File: src/rtl/ordq_pkg.sv
package ordq_pkg;

    localparam int NCLS = 5;

    typedef enum logic [2:0] {
        CL_POST  = 3'd0,
        CL_RDREQ = 3'd1,
        CL_WRREQ = 3'd2,
        CL_RDCPL = 3'd3,
        CL_WRCPL = 3'd4
    } ord_cls_e;

    // true when a younger entry of class yng may overtake an older one of class old
    function automatic logic may_pass(input logic [2:0] yng, input logic [2:0] old);
        logic ok;
        case (ord_cls_e'(yng))
            CL_POST:            ok = (old != CL_POST);
            CL_RDREQ, CL_WRREQ: ok = (old == CL_RDCPL) || (old == CL_WRCPL);
            CL_RDCPL, CL_WRCPL: ok = (old == CL_RDREQ) || (old == CL_WRREQ);
            default:            ok = 1'b0;
        endcase
        return ok;
    endfunction

endpackage

File: src/rtl/ordq_elig.sv
module ordq_elig
    import ordq_pkg::*;
#(
    parameter int DEPTH = 8
) (
    input  logic [DEPTH-1:0][2:0] slot_cls,
    input  logic [DEPTH-1:0]      slot_vld,
    input  logic [NCLS-1:0]       cls_rdy,
    output logic [DEPTH-1:0]      elig
);

    for (genvar i = 0; i < DEPTH; i++) begin : g_slot
        logic clear;
        always_comb begin
            clear = 1'b1;
            for (int j = 0; j < i; j++) begin
                if (slot_vld[j] && !may_pass(slot_cls[i], slot_cls[j]))
                    clear = 1'b0;
            end
        end
        assign elig[i] = slot_vld[i] && (slot_cls[i] < 3'(NCLS))
                         && cls_rdy[slot_cls[i]] && clear;
    end

endmodule

File: src/rtl/ordq_pick.sv
module ordq_pick #(
    parameter int N     = 8,
    localparam int IDX_W = (N > 1) ? $clog2(N) : 1
) (
    input  logic             clk,
    input  logic             rst_n,
    input  logic [N-1:0]     req,
    output logic [N-1:0]     grant,
    output logic [IDX_W-1:0] idx,
    output logic             any
);

    always_comb begin
        grant = '0;
        idx   = '0;
        any   = 1'b0;
        for (int i = 0; i < N; i++) begin
            if (req[i] && !any) begin
                grant[i] = 1'b1;
                idx      = IDX_W'(i);
                any      = 1'b1;
            end
        end
    end

    // at most one slot issues
    a_r8_single_grant: assert property (@(posedge clk) disable iff (!rst_n)
        $onehot0(grant));

    // no requesting slot lies below the granted one (oldest wins)
    a_r8_oldest_wins: assert property (@(posedge clk) disable iff (!rst_n)
        any |-> ((req & (grant - N'(1))) == '0));

endmodule

File: src/rtl/ordq_engine.sv
module ordq_engine
    import ordq_pkg::*;
#(
    parameter int DEPTH = 8,
    parameter int TAG_W = 4
) (
    input  logic             clk,
    input  logic             rst_n,
    input  logic             enq_valid,
    input  logic [2:0]       enq_cls,
    input  logic [TAG_W-1:0] enq_tag,
    output logic             enq_ready,
    input  logic [4:0]       dst_ready,
    output logic             deq_strobe,
    output logic [2:0]       deq_cls,
    output logic [TAG_W-1:0] deq_tag
);

    localparam int CNT_W = $clog2(DEPTH + 1);
    localparam int IDX_W = (DEPTH > 1) ? $clog2(DEPTH) : 1;

    typedef struct packed {
        logic [DEPTH-1:0][2:0]       cls;
        logic [DEPTH-1:0][TAG_W-1:0] tag;
        logic [CNT_W-1:0]            count;
    } state_t;

    state_t st_d, st_q;

    logic [DEPTH-1:0] slot_vld;
    logic [DEPTH-1:0] elig;
    logic [DEPTH-1:0] grant;
    logic [IDX_W-1:0] sel_idx;
    logic             any_elig;
    logic             enq_fire;

    for (genvar i = 0; i < DEPTH; i++) begin : g_vld
        assign slot_vld[i] = (CNT_W'(i) < st_q.count);
    end

    ordq_elig #(.DEPTH(DEPTH)) u_elig (
        .slot_cls (st_q.cls),
        .slot_vld (slot_vld),
        .cls_rdy  (dst_ready),
        .elig     (elig)
    );

    ordq_pick #(.N(DEPTH)) u_pick (
        .clk   (clk),
        .rst_n (rst_n),
        .req   (elig),
        .grant (grant),
        .idx   (sel_idx),
        .any   (any_elig)
    );

    assign enq_ready  = (st_q.count < CNT_W'(DEPTH));
    assign enq_fire   = enq_valid && enq_ready;
    assign deq_strobe = any_elig;
    assign deq_cls    = st_q.cls[sel_idx];
    assign deq_tag    = st_q.tag[sel_idx];

    always_comb begin
        logic [CNT_W-1:0] cnt_mid;
        st_d    = st_q;
        cnt_mid = st_q.count;
        if (any_elig) begin
            for (int i = 0; i < DEPTH - 1; i++) begin
                if (IDX_W'(i) >= sel_idx) begin
                    st_d.cls[i] = st_q.cls[i+1];
                    st_d.tag[i] = st_q.tag[i+1];
                end
            end
            cnt_mid = st_q.count - CNT_W'(1);
        end
        if (enq_fire) begin
            for (int i = 0; i < DEPTH; i++) begin
                if (CNT_W'(i) == cnt_mid) begin
                    st_d.cls[i] = enq_cls;
                    st_d.tag[i] = enq_tag;
                end
            end
        end
        st_d.count = cnt_mid + (enq_fire ? CNT_W'(1) : CNT_W'(0));
    end

    always_ff @(posedge clk) begin
        if (!rst_n) st_q <= '0;
        else        st_q <= st_d;
    end

    a_r9_no_overflow: assert property (@(posedge clk) disable iff (!rst_n)
        st_q.count <= CNT_W'(DEPTH));

    a_r1_empty_silent: assert property (@(posedge clk) disable iff (!rst_n)
        (st_q.count == '0) |-> !deq_strobe);

    a_r10_swap_keeps_count: assert property (@(posedge clk) disable iff (!rst_n)
        (deq_strobe && enq_fire) |=> $stable(st_q.count));

    a_r11_idle_holds: assert property (@(posedge clk) disable iff (!rst_n)
        (!deq_strobe && !enq_fire) |=> $stable(st_q.count));

endmodule

File: config.mk
export PLATFORM = sky130hd
export DESIGN_NAME = ordq_engine
export DESIGN_NICKNAME = d
export VERILOG_FILES = /design/src/rtl/ordq_pkg.sv /design/src/rtl/ordq_elig.sv /design/src/rtl/ordq_pick.sv /design/src/rtl/ordq_engine.sv
export SDC_FILE = /design/constraint.sdc
export NUM_CORES = 1
export LEC_CHECK = 0
export ABC_CLOCK_PERIOD_IN_PS = 4900
export BUFFER_PORTS_ARGS = -buffer_cell sky130_fd_sc_hd__clkbuf_2
export CORE_MARGIN = 2
export CORE_UTILIZATION = 35
export CTS_CLUSTER_DIAMETER = 40
export CTS_CLUSTER_SIZE = 16
export DETAILED_ROUTE_END_ITERATION = 16
export GPL_TIMING_DRIVEN = 0
export PLACE_DENSITY = 0.59
export RECOVER_POWER = 100
export SLEW_MARGIN = 15
export SYNTH_ARGS = -nofsm -noshare
export SYNTH_HDL_FRONTEND = slang
export SYNTH_SLANG_ARGS = --single-unit
File: constraint.sdc
create_clock -name clk -period 4.9 [get_ports clk]
set_input_delay 0.98 -clock clk [delete_from_list [all_inputs] [get_ports clk]]
set_output_delay 0.98 -clock clk [all_outputs]
set_load 0.005 [all_outputs]
==> metrics.csv <==
metric,value,unit
antenna violations before repair,0,
buffer levels on the longest clock path,2,
number of H-tree branching levels,3,
pin count of the biggest net entering global routing,13,
vias per cell,6.05,
failing checks,negative setup slack,
peak fanout along the critical path,9,
Yosys cell types,83,
Fill cells,1580,
arrival time of data at the critical path endpoint,3970,ps
Yosys warning count,0,
aggregate global routing overflow,0,
Die X,130,um
final worst slack,-50.7,ps
# port buffers,22,
CTS buffer count,9,
Commonest cells post-synth,"nand2_1 (98), mux2i_1 (69), dfxtp_1 (60)",
global-route total usage across every layer,23.5,%
proportion of synthesized chip area in sequential cells,21.7,%
leakage component of the power,0.00266,uW
total negative slack,-93.1,ps
worst reg2reg path endpoint,st_q[42],
CTS tree,done,
fin. max-slew vios,0,
Avg WL per Cell,21.2,um
"Data required, critical path",3920,ps
actual slew at the worst max-slew pin,913,ps
detailed-route via count,5605,
clock input transition at the sequential cells of the worst setup and hold paths,60,ps
Max Cap Viol,0,
vertical extent of the die,130,um
placed wire-length estimate,13800,um
Final Skew,7.32,ps
post-place setup slack,-491,ps
worst flop-to-flop path startpoint,st_q[59],
register bit count reported by yosys,60,
cells after synthesis,672,
biggest registers after layout,st_q x60,
fraction of final layout cells sized beyond drive strength 1,27.3,%
final net count,730,
Post-synth EDFFs,0,
iteration count of the initial detailed-routing pass,5,
class of the tightest hold or removal check,reg -> reg,
most instantiated library cell after synthesis,nand2_1,
max FFs per register,60,
post-route antenna net violation count,0,
Die ar.,0.0169,mm^2
CTS Root Buffer Type,clkbuf_16,
most common flop cell mapped by yosys,dfxtp_1,
total number of placement rows,45,
biggest area consumer among synthesized cells,dfxtp_1,
DR iter-0 viols,660,
Synth Net Count,692,
number of hold-slack violations in the final timing report,0,
worst reg-to-reg path cell count,12,
Ant. Diodes,0,
type of the worst setup path,reg -> out,
area of the core region,0.0153,mm^2
Top-Level Pins,24,
Worst slew margin,38.9,%
worst min-delay path startpoint,st_q[33],
worst hold endpoint,st_q[33],
Largest Register,st_q,
share of flip-flops with an asynchronous set or reset,0,%
worst-case register-to-register setup slack,860,ps
clock insertion delay at the later pin of the skew report,330,ps
startpoint type of the worst setup path,flop,
final worst path period need,4950,ps
DRC violations left,0,
netlist area before placement,0.00554,mm^2
dominant cells by area after synthesis,"dfxtp_1 (22%), mux2i_1 (12%), mux2_2 (11%)",
result of the run,finished with violations,
global-route wire length before repair,30200,um
"Hold-fix buffers, CTS",0,
Critical Path End Type,primary output,
hold path depth,2,
Synth-to-Final Area Change,16.8,%
effective utilization at floorplan,36.2,%
Routed WL,19600,um
worst vdd rail ir drop,0.000229,V
area fraction of the dominant cell type after synthesis,21.7,%
synthesized area per cell,8.25,um^2
achievable clock frequency,202,MHz
cell area power density,530,mW/mm^2
global placer's final weighted congestion,0.999,
via count of the first global-routing pass,5132,
number of endpoints failing setup at the final stage,4,
clock sinks,60,
period utilisation layout,101,%
## worst max-delay path by stage
| stage | from | end | cells past startpoint |
|---|---|---|---|
| detailed placement | dst_ready[3] | deq_cls[0] | 14 |
| global route | st_q[59] | deq_cls[2] | 12 |
| CTS | st_q[1] | deq_cls[1] | 15 |
| global placement | dst_ready[3] | deq_cls[0] | 14 |
| floorplan | dst_ready[3] | deq_tag[1] | 11 |
| finish | st_q[59] | deq_cls[0] | 12 |
## stage by stage
stage	instances	util [%]	total power [uW]	cell area [um^2]	hold WS [ps]
2_1_floorplan	672	-	2050	5540	444
3_3_place_gp	905	38.6	2590	5920	460
3_5_place_dp	905	38.6	2590	5920	463
4_1_cts	925	41.5	3330	6360	472
5_1_grt	926	42.3	3610	6470	504
6_report	926	42.3	3430	6470	478
## layout make-up
type,instances,area (um^2),share of cell area [%]
multi-input cells,536,4150,64.1
flip-flops and latches,60,1200,18.6
plain buffers,54,304,4.70
well taps,211,264,4.08
clock buffers,9,225,3.48
repair buffers,31,178,2.74
clock inverters,7,76.3,1.18
inverters,18,72.6,1.12
## per-layer routing
metal / vias to the layer above / global-route usage [%] / wire length [um]
li1: 2579 / - / -
met1: 2671 / 33.7 / 8920
met2: 299 / 35.3 / 8340
met3: 56 / 3.61 / 1690
met4: 0 / 9.30 / 679
met5: - / 0 / 0
## critical path, cell delays in order (launching register included)
cell and delay [ps]:
dfxtp_1 300, clkbuf_1 270, nand3b_1 380, a211oi_1 390, o41ai_1 130, a2111oi_0 490
o211ai_1 340, nand2_4 270, a21o_1 290, nand3_2 220, o221ai_1 260, o21ai_1 150
clkbuf_2 140
## placed cells by master, fill, tap and decap left out, types with 6 or more instances in the layout
cell,Yosys,routed
and2_1,10,9
nand2_1,98,96
inv_1,16,14
nand3b_1,6,6
dfxtp_1,60,58
a221oi_1,9,9
clkbuf_1,30,22
a31oi_1,9,9
nor3_1,11,9
buf_4,4,13
o21ai_0,39,36
buf_2,21,15
xnor2_1,8,8
nand3_1,7,6
mux2_2,56,56
mux2i_1,69,68
clkbuf_2,1,25
o22ai_1,10,10
a21oi_1,27,25
a211oi_1,12,11
clkbuf_16,0,9
mux4_2,7,7
nor2_1,25,23
## what timing repair did
item	in CTS	in global routing
setup endpoints to repair	7	7
pin swaps	2	3
buffers inserted	6	3
cloned	0	0
resized for setup	31	33
## cell families (layout without fill, tap and decap cells)
group	Yosys count	after routing	synth area share [%]
AOI/OAI and AO/OA	173	173	22.5
xor gates and xnor gates	12	12	2.03
adders and majority gates	7	7	1.49
buffers and inverters	76	119	6.19
DFF	60	60	21.7
muxes	133	133	26.9
and+or+nand+nor	211	211	19.2
## power breakdown
part           switching [uW]  leakage, uW  total (uW)  internal (uW)
logic                    1270      0.00203        2150            881
clock network             251     0.000142         647            396
registers                66.9     0.000486         631            565
total                    1590      0.00266        3430           1840
Power figures use the tool's default switching activity.
